--- src/rtl/spi_port_pkg.sv ---
package spi_port_pkg;

    localparam int BYTE_W = 8;
    localparam int RATE_W = 2;

    typedef enum logic [1:0] {
        SEL_CTRL = 2'd0,
        SEL_DATA = 2'd1,
        SEL_STAT = 2'd2,
        SEL_NONE = 2'd3
    } reg_sel_e;

    typedef struct packed {
        logic [RATE_W-1:0] rate;
        logic              cpha;
        logic              cpol;
        logic              master;
    } ctrl_t;

    typedef struct packed {
        logic busy;
        logic bus_err;
        logic done;
    } status_t;

    function automatic logic edge_leading(input logic prev, input logic cur, input logic pol);
        return (prev == pol) && (cur != pol);
    endfunction

    function automatic logic edge_trailing(input logic prev, input logic cur, input logic pol);
        return (prev != pol) && (cur == pol);
    endfunction

endpackage

--- src/rtl/spi_clk_gen.sv ---
module spi_clk_gen
    import spi_port_pkg::*;
#(
    parameter int RW = RATE_W
) (
    input  logic          clk,
    input  logic          rst,
    input  logic          run,
    input  logic          cpol,
    input  logic [RW-1:0] rate,
    output logic          sck,
    output logic          lead,
    output logic          trail
);
    localparam int HALF_W = (1 << RW) - 1;

    logic [HALF_W-1:0] cnt;
    logic [HALF_W-1:0] lim;
    logic              tick;

    always_comb begin
        lim   = HALF_W'((32'd1 << rate) - 32'd1);
        tick  = run && (cnt == lim);
        lead  = tick && (sck == cpol);
        trail = tick && (sck != cpol);
    end

    always_ff @(posedge clk) begin
        if (rst || !run) begin
            cnt <= '0;
            sck <= cpol;
        end else if (tick) begin
            cnt <= '0;
            sck <= ~sck;
        end else begin
            cnt <= cnt + 1'b1;
        end
    end
endmodule

--- src/rtl/spi_shift_engine.sv ---
module spi_shift_engine #(
    parameter int DATA_W = 8
) (
    input  logic              clk,
    input  logic              rst,
    input  logic              clear,
    input  logic              load,
    input  logic [DATA_W-1:0] load_data,
    input  logic              cpha,
    input  logic              lead,
    input  logic              trail,
    input  logic              din,
    output logic              dout,
    output logic              done,
    output logic [DATA_W-1:0] rx_byte
);
    localparam int CNT_W = $clog2(DATA_W);
    localparam logic [CNT_W-1:0] LAST = CNT_W'(DATA_W - 1);

    logic [DATA_W-1:0] tx_sh;
    logic [DATA_W-1:0] rx_sh;
    logic [DATA_W-1:0] rx_next;
    logic [CNT_W-1:0]  bit_cnt;
    logic              take;
    logic              shift;

    always_comb begin
        rx_next = {rx_sh[DATA_W-2:0], din};
        take    = cpha ? trail : lead;
        shift   = cpha ? (lead && (bit_cnt != '0)) : trail;
        done    = !clear && trail && (bit_cnt == LAST);
        dout    = tx_sh[DATA_W-1];
    end

    always_ff @(posedge clk) begin
        if (rst) begin
            tx_sh   <= '0;
            rx_sh   <= '0;
            bit_cnt <= '0;
            rx_byte <= '0;
        end else begin
            if (done) rx_byte <= cpha ? rx_next : rx_sh;
            if (load) begin
                tx_sh   <= load_data;
                rx_sh   <= '0;
                bit_cnt <= '0;
            end else if (clear) begin
                bit_cnt <= '0;
            end else begin
                if (take)  rx_sh <= rx_next;
                if (shift) tx_sh <= tx_sh << 1;
                if (trail) bit_cnt <= (bit_cnt == LAST) ? '0 : bit_cnt + 1'b1;
            end
        end
    end
endmodule

--- src/rtl/spi_port.sv ---
module spi_port
    import spi_port_pkg::*;
#(
    parameter int DATA_W = BYTE_W
) (
    input  logic              clk,
    input  logic              rst,
    input  logic              reg_wr,
    input  logic              reg_rd,
    input  logic [1:0]        reg_addr,
    input  logic [DATA_W-1:0] reg_wdata,
    output logic [DATA_W-1:0] reg_rdata,
    input  logic              sck_i,
    output logic              sck_o,
    output logic              sck_oe,
    input  logic              mosi_i,
    output logic              mosi_o,
    output logic              mosi_oe,
    input  logic              miso_i,
    output logic              miso_o,
    output logic              miso_oe,
    input  logic              ss_n_i
);
    localparam int CTRL_W = $bits(ctrl_t);
    localparam int STAT_W = $bits(status_t);

    ctrl_t             ctrl;
    status_t           stat;
    logic [DATA_W-1:0] tx_hold;
    logic [2:0]        ss_sync;
    logic [2:0]        sck_sync;
    logic [1:0]        mosi_sync;

    logic is_master, fault, start, wr_ctrl, wr_data, wr_stat, rd_data, clr_req;
    logic m_lead, m_trail, s_lead, s_trail, s_active;
    logic eng_lead, eng_trail, eng_din, eng_clear, eng_load, eng_dout, eng_done;
    logic [DATA_W-1:0] eng_rx, eng_ld;

    always_comb begin
        is_master = ctrl.master;
        wr_ctrl   = reg_wr && (reg_sel_e'(reg_addr) == SEL_CTRL);
        wr_data   = reg_wr && (reg_sel_e'(reg_addr) == SEL_DATA);
        wr_stat   = reg_wr && (reg_sel_e'(reg_addr) == SEL_STAT);
        rd_data   = reg_rd && (reg_sel_e'(reg_addr) == SEL_DATA);
        clr_req   = wr_stat && reg_wdata[1];
        fault     = is_master && !ss_sync[1];
        start     = is_master && wr_data && !stat.busy && !stat.bus_err;
        s_active  = !is_master && !ss_sync[1];
        s_lead    = s_active && edge_leading(sck_sync[2], sck_sync[1], ctrl.cpol);
        s_trail   = s_active && edge_trailing(sck_sync[2], sck_sync[1], ctrl.cpol);
        eng_lead  = is_master ? m_lead  : s_lead;
        eng_trail = is_master ? m_trail : s_trail;
        eng_din   = is_master ? miso_i  : mosi_sync[1];
        eng_clear = is_master ? (!stat.busy || fault) : ss_sync[1];
        eng_load  = is_master ? start
                              : ((ss_sync[2] && !ss_sync[1]) || (s_active && eng_done));
        eng_ld    = is_master ? reg_wdata : tx_hold;
    end

    always_ff @(posedge clk) begin
        if (rst) begin
            ss_sync   <= '1;
            sck_sync  <= '0;
            mosi_sync <= '0;
        end else begin
            ss_sync   <= {ss_sync[1:0], ss_n_i};
            sck_sync  <= {sck_sync[1:0], sck_i};
            mosi_sync <= {mosi_sync[0], mosi_i};
        end
    end

    always_ff @(posedge clk) begin
        if (rst) begin
            ctrl    <= '0;
            stat    <= '0;
            tx_hold <= '0;
        end else begin
            if (wr_ctrl) ctrl    <= ctrl_t'(reg_wdata[CTRL_W-1:0]);
            if (wr_data) tx_hold <= reg_wdata;

            if (fault || !is_master)           stat.busy <= 1'b0;
            else if (start)                    stat.busy <= 1'b1;
            else if (eng_done)                 stat.busy <= 1'b0;

            if (fault)                         stat.bus_err <= 1'b1;
            else if (clr_req)                  stat.bus_err <= 1'b0;

            if (eng_done)                      stat.done <= 1'b1;
            else if (rd_data)                  stat.done <= 1'b0;
        end
    end

    spi_clk_gen #(.RW(RATE_W)) u_clk_gen (
        .clk   (clk),
        .rst   (rst),
        .run   (stat.busy),
        .cpol  (ctrl.cpol),
        .rate  (ctrl.rate),
        .sck   (sck_o),
        .lead  (m_lead),
        .trail (m_trail)
    );

    spi_shift_engine #(.DATA_W(DATA_W)) u_engine (
        .clk       (clk),
        .rst       (rst),
        .clear     (eng_clear),
        .load      (eng_load),
        .load_data (eng_ld),
        .cpha      (ctrl.cpha),
        .lead      (eng_lead),
        .trail     (eng_trail),
        .din       (eng_din),
        .dout      (eng_dout),
        .done      (eng_done),
        .rx_byte   (eng_rx)
    );

    always_comb begin
        sck_oe  = is_master && !stat.bus_err;
        mosi_oe = is_master && !stat.bus_err;
        mosi_o  = is_master && eng_dout;
        miso_o  = !is_master && eng_dout;
        miso_oe = s_active;
        case (reg_sel_e'(reg_addr))
            SEL_CTRL: reg_rdata = DATA_W'(ctrl);
            SEL_DATA: reg_rdata = eng_rx;
            SEL_STAT: reg_rdata = DATA_W'({stat});
            default:  reg_rdata = '0;
        endcase
    end

    logic unused_w;
    assign unused_w = (STAT_W == 0);
endmodule

--- config.mk ---
export PLATFORM = sky130hd
export DESIGN_NAME = spi_port
export DESIGN_NICKNAME = d
export VERILOG_FILES = /design/src/rtl/spi_port_pkg.sv /design/src/rtl/spi_clk_gen.sv /design/src/rtl/spi_shift_engine.sv /design/src/rtl/spi_port.sv
export SDC_FILE = /design/constraint.sdc
export NUM_CORES = 1
export LEC_CHECK = 0
export BUFFER_PORTS_ARGS = -buffer_cell sky130_fd_sc_hd__buf_2
export CAP_MARGIN = 10
export CORE_MARGIN = 8
export CORE_UTILIZATION = 58
export DETAILED_ROUTE_END_ITERATION = 10
export PLACE_DENSITY = 0.75
export SLEW_MARGIN = 25
export SYNTH_ARGS = -nofsm -noshare
export SYNTH_HDL_FRONTEND = slang
export SYNTH_HIERARCHICAL = 1
export SYNTH_SLANG_ARGS = --single-unit
--- constraint.sdc ---
create_clock -name clk -period 3.2 [get_ports clk]
set_clock_uncertainty 0.05 [all_clocks]
set_input_delay 0.32 -clock clk [delete_from_list [all_inputs] [get_ports clk]]
set_output_delay 0.32 -clock clk [all_outputs]
set_load 0.01 [all_outputs]
# ---- Word-level counts from Yosys, hierarchy flattened
# Cells that the tools add are included.
dict set report totals {
  regBits 55
  output_inout_bits 14
  wordCells 103
}
dict set report classes {
  add_sub_neg 3
  n_eq_ne 11
  shifts 1
  n_mux 22
  bitwise 2
  n_reduce_logical 47
}
# cell count
set op_table {}
lappend op_table {{$mux W8} 5}
lappend op_table {{$logic_and A1 B1 Y1} 25}
lappend op_table {{$pmux W8 S3} 1}
lappend op_table {{$mux W1} 15}
lappend op_table {{$reduce_bool A2 Y1} 5}
lappend op_table {{$add A3 B1 Y3 const B} 2}
lappend op_table {{$reduce_or A2 Y1} 3}
lappend op_table {{$logic_not A1 Y1} 5}
lappend op_table {{$logic_or A1 B1 Y1} 4}
lappend op_table {{$reduce_and A2 Y1} 2}
lappend op_table {{$eq A1 B1 Y1} 3}
lappend op_table {{$eq A3 B3 Y1} 1}
lappend op_table {{$eq A3 B3 Y1 const B} 1}
lappend op_table {{$mux W3} 1}
lappend op_table {{$ne A1 B1 Y1} 3}
lappend op_table {{$reduce_bool A3 Y1} 1}
lappend op_table {{$reduce_or A3 Y1} 1}
lappend op_table {{$shl A1 B2 Y3 const A} 1}
lappend op_table {{$sub A3 B1 Y3 const B} 1}
lappend op_table {{$eq A2 B1 Y1 const B} 1}
lappend op_table {{$eq A2 B2 Y1 const B} 1}
lappend op_table {{$logic_not A2 Y1} 1}
lappend op_table {{$ne A2 B2 Y1 const B} 1}
lappend op_table {{$not A1 Y1} 2}

# ---- Logic depth before layout (Yosys ltp)
dict set report logic_depth {
  depth_word 13
  depth_mapped 14
}

# ---- Hierarchy
# Netlist, hierarchy kept.
# module instances cells_each area_per_inst_um2
set modules_own_cells {}
lappend modules_own_cells {spi_shift_engine 1 137 1310.0}
lappend modules_own_cells {spi_port 1 129 1186.1}
lappend modules_own_cells {spi_clk_gen 1 25 239.0}

# ---- Worst setup path after synthesis
# OpenSTA, ideal clock, no wires.
dict set report synth_timing {
  kind {reg2reg}
  start {register ctrl[3] (netlist name)}
  end {register u_engine.tx_sh[1]}
  setup_ns 0.122
  t_arrival_ns 2.511
  required_time_ns 3.028
  setup_slack_ns 0.518
  path_stages_with_launch 14
  period_less_slack_ns 2.682
  cell_sequence {dfxtp_1 -> xnor2_1 -> nand4_2 -> a211oi_2 -> a22o_1 -> nand2_1 -> nor2_2 -> buf_2 -> o21ai_0 -> nand2_1 -> buf_6 -> dlygate4sd1_1 -> a21oi_1 -> o311a_1}
}
dict set report synth_via {
  elab_chain_len 13
  elab_cells_between_ends 19
  classes_between {add/sub: 1; eq/ne: 2; shift: 1; mux: 5; reduce/logical: 10}
}
# element line
set synth_lines {}
lappend synth_lines {{from (decl)} spi_port.sv:27} ;# ctrl_t ctrl;
lappend synth_lines {{from (signal assigned)} spi_port.sv:78} ;# if (wr_ctrl) ctrl <= ctrl_t'(reg_wdata[CTRL_W-1:0]);
lappend synth_lines {{$shl A1 B2 Y3 *} spi_clk_gen.sv:22} ;# lim = HALF_W'((32'd1 << rate) - 32'd1);
lappend synth_lines {{$sub A3 B1 Y3 *} spi_clk_gen.sv:22}
lappend synth_lines {{$eq A3 B3 Y1 *} spi_clk_gen.sv:23} ;# tick = run && (cnt == lim);
lappend synth_lines {{$logic_and A1 B1 Y1 *} spi_clk_gen.sv:23}
lappend synth_lines {{$logic_and A1 B1 Y1 *} spi_clk_gen.sv:25} ;# trail = tick && (sck != cpol);
lappend synth_lines {{net m_trail} spi_port.sv:35} ;# logic m_lead, m_trail, s_lead, s_trail, s_active;
lappend synth_lines {{$mux W1 *} spi_port.sv:52} ;# eng_trail = is_master ? m_trail : s_trail;
lappend synth_lines {{net eng_trail} spi_port.sv:36} ;# logic eng_lead, eng_trail, eng_din, eng_clear, eng_load, eng_dout, eng_done;
lappend synth_lines {{$logic_and A1 B1 Y1 * (2 in series)} spi_shift_engine.sv:31} ;# done = !clear && trail && (bit_cnt == LAST);
lappend synth_lines {{net eng_done} spi_port.sv:36}
lappend synth_lines {{$logic_and A1 B1 Y1 *} spi_port.sv:56} ;# : ((ss_sync[2] && !ss_sync[1]) || (s_active && eng_done));
lappend synth_lines {{$logic_or A1 B1 Y1 *} spi_port.sv:56}
lappend synth_lines {{$mux W1 *} spi_port.sv:55} ;# eng_load = is_master ? start
lappend synth_lines {{net eng_load} spi_port.sv:36}
lappend synth_lines {{$ne A2 B2 Y1 (no source line) or $reduce_bool A2 Y1 (tied branches)} -}
lappend synth_lines {{$reduce_and A2 Y1 (no source line)} -}
lappend synth_lines {{to (signal assigned)} spi_shift_engine.sv:44} ;# tx_sh <= load_data;
lappend synth_lines {{to (signal assigned)} spi_shift_engine.sv:51} ;# if (shift) tx_sh <= tx_sh << 1;
lappend synth_lines {{to (decl)} spi_shift_engine.sv:20} ;# logic [DATA_W-1:0] tx_sh;
# Mark *: on every way through the listed nets, which the timed path passes. The rest lies on a longest branch.
# A chain may end at the register's enable or synchronous reset.

# ---- Final worst setup path
dict set report layout_timing {
  start {register ctrl[3] (netlist name)}
  end {register u_engine.tx_sh[5]}
}
# Same word-level chain as after synthesis.

==> impl_metrics.py <==
metrics = {
    "power": {
        "p_seq_frac": 0.568,
        "intPower_mw": 0.9681,
        "swShare": 0.2290,
        "combPwrFrac": 0.082,
        "pwr-share-clk": 0.349,
        "p_total_mw": 1.256,
        "leakage_nw": 1.105,
        "power_density_mw_per_mm2": 428.5,
        "switching_power_mw": 0.2876,
        "ir_worst_vdd_mv": 0.1746,
    },
    "setup_path": {
        "cp_max_fo": 16,
        "path_cells": "xnor2_1 -> nand4_2 -> a211oi_2 -> a22o_1 -> nand2_1 -> nor2_2 -> o21ai_0 -> nand2_1 -> buf_4 -> nor2_1 -> o21ai_0 -> o311a_1",
        "crit_buf_inv": 1,
        "crit_path_end_kind": "flip-flop",
        "critPathLaunchType": "flip-flop",
        "cpLargestDelayFamily": "compound AO/OA/AOI/OAI gates",
        "criticalPathCategory": "flip-flop to flip-flop",
        "worstPathRequired_ns": 3.40,
        "crit_path_max_incr_delay_ns": 0.39,
        "crit_arrival_ns": 2.85,
        "cpMaxStageDelayCell": "nand2_1",
        "reg2reg_slack_ns": 0.55,
    },
    "clock_network": {
        "clkSinkCount": 55,
        "htreeDepth": 2,
        "cts_buffer_depth": 2,
        "worstSkewPairLatency_ns": 0.30,
        "cts_tree": "yes",
        "clkTransAtPathRegs_ns": 0.09,
        "cts_root_buffer": "clkbuf_8",
        "cts_resized": 0,
        "cts_made_buffers": 5,
        "cts_hold_buf": 0,
        "cts_setup_buffers": 0,
    },
    "layout": {
        "final_util": 0.6330,
        "final_common_cell": "dfxtp_1",
        "final_cells": 369,
        "final_cell_mix": "dfxtp_1, nor2_1, mux2i_1, buf_2, a21oi_1",
        "finalNetCount": 336,
        "syn_to_final_growth_pct": 7.136,
        "antenna_cells": 0,
        "drive_gt1_frac": 0.2190,
        "postLayoutCellArea_sq_mm": 0.002930,
    },
    "sta": {
        "layout_min_cycle_time_ns": 2.652,
        "clock.fmax_mhz": 377.1,
        "min_period_over_period": 0.8287,
        "worst_slew_pin_slew_ns": 0.7785,
        "hold_ws_ns": 0.1428,
        "relSlewSlack": 0.4810,
        "slew_violations": 0,
        "finalSetupViolations": 0,
        "hold_violations": 0,
        "rsz0062_at_grt": "no",
        "worst_slack_ns": 0.5482,
        "tns_ns": 0,
    },
    "drt": {
        "drc_errors": 0,
        "wl_mm": 5.504,
        "routedLengthMet1_mm": 2.543,
        "vias_per_cell": 5.556,
        "highest_layer": "met4",
        "met2_length_mm": 2.609,
        "routedWlPerCell_um": 14.92,
        "drt_iter0_drc": 135,
        "drtPass1Iterations": 4,
        "vias": 2050,
        "wl_met3_um": 288,
        "ant_nets": 0,
    },
    "floorplanning": {
        "io_pins": 32,
        "initial_core_util": 0.5908,
        "die_x_um": 84.67,
        "dieArea_sq_mm": 0.007169,
        "core_sq_mm": 0.004629,
        "rows": 25,
        "die_h_um": 84.67,
    },
    "run_status": {
        "status": "complete, no violations",
    },
    "placement": {
        "routabilityCongestion": 0.7917,
        "dpl_cell_area_sq_mm": 0.002818,
        "hpwlAfterDp_mm": 3.921,
        "port_buffers": 31,
        "place_ws_ns": 0.5656,
        "place_inst": 361,
    },
    "yosys": {
        "postSynth.asyncResetShare": 0,
        "synth_seq_cells": 55,
        "synth-seq-area-share": 0.4062,
        "synth.net_count": 313,
        "yosysTopAreaCell": "dfxtp_1",
        "syn_inst": 291,
        "synth_cell_types": 46,
        "synth.area.top_cells": "dfxtp_1, mux2i_1, nor2_1",
        "yosys.area.top_type_share": 0.3952,
        "syn_area_per_cell_sq_um": 9.399,
        "ys_warn_count": 6,
        "synth_edf_count": 1,
        "netlist_area_sq_mm": 0.002735,
        "synth_ff_type": "dfxtp_1",
    },
    "grt": {
        "grt_pass1_vias": 1997,
        "grt_overflow": 0,
        "grt_usage": 0.1625,
        "grt_pass1_wl_mm": 9.625,
        "antenna_found_initial": 0,
        "grt_start_max_net_pins": 44,
    },
    "worst_hold_path": {
        "min_path_type": "input pin to flip-flop",
    },
    "job": {
        "cap_viol_max_count": 0,
    },
}
synth_stat cells (7+ instances only):
master and instances:
dfxtp_1 54, nor2_1 38, mux2i_1 31, a21oi_1 18, nand2_1 17, o21ai_0 14, inv_1 10, a211oi_1 9
mux2_2 9, nand3_1 8, nor2b_1 8, o311a_1 7
path summary, 6_finish.rpt:
kind,cells after the start,from,end
setup / recovery,12,ctrl[3],u_engine/tx_sh[5]
hold / removal,2,ss_n_i,ss_sync[0]
setup reg to reg,12,ctrl[3],u_engine/tx_sh[5]
hold reg to reg,1,ss_sync[0],ss_sync[1]
power by group through the flow:
stage	Clock, mW	Combinational (mW)	Sequential [mW]
6_report	0.439	0.104	0.713
3_3_place_gp	0	0.102	0.729
2_1_floorplan	0	0.0866	0.724
3_5_place_dp	0	0.104	0.729
4_1_cts	0.454	0.104	0.714
5_1_grt	0.480	0.116	0.716
logic make-up (layout without fill, tap and decap cells):
logic type | count (synthesis) | after routing | synth area share
AO/OA/AOI/OAI | 55 | 55 | 0.1368
flip-flops | 55 | 55 | 0.4062
multiplexers | 40 | 40 | 0.1505
AND/OR/NAND/NOR | 104 | 104 | 0.2013
XOR/XNOR | 3 | 3 | 0.009608
adder cells (fa/ha/maj) | 4 | 4 | 0.01830
buffers and inverters | 30 | 54 | 0.07731
area by class of cell:
class	count	area, sq um
Inverter	11	41.29
Clock inverter	1	5.005
Clock buffer	7	107.6
Timing Repair Buffer	35	185.2
Sequential cell	55	1111
Multi-Input combinational cell	206	1413
Fill cell	402	1699
Tap cell	54	67.56
worst reg2reg max path, delay by kind of cell (launching register included):
family | cells | cell delay (ns)
compound gates | 5 | 0.88
xor+xnor | 1 | 0.24
buf+inv | 1 | 0.25
flops | 1 | 0.36
simple gates | 5 | 0.82
registers in the layout, summed over array words and instances (netlist names):
name / flops
u_engine/rx_byte: 8
ctrl: 4
sck_sync: 3
ss_sync: 3
u_engine/bit_cnt: 3
is_master: 1
tx_hold: 8
u_clk_gen/sck: 1
stat: 3
mosi_sync: 2
u_engine/tx_sh: 8
u_engine/rx_sh: 8
u_clk_gen/cnt: 3
routing by layer:
| metal | up-vias | global-route usage |
|---|---|---|
| met5 | - | 0 |
| met4 | 0 | 0.04854 |
| met3 | 7 | 0.04293 |
| met2 | 36 | 0.2613 |
| met1 | 953 | 0.2067 |
| li1 | 1054 | - |
Note: power is estimated with default switching activity, not from simulation.
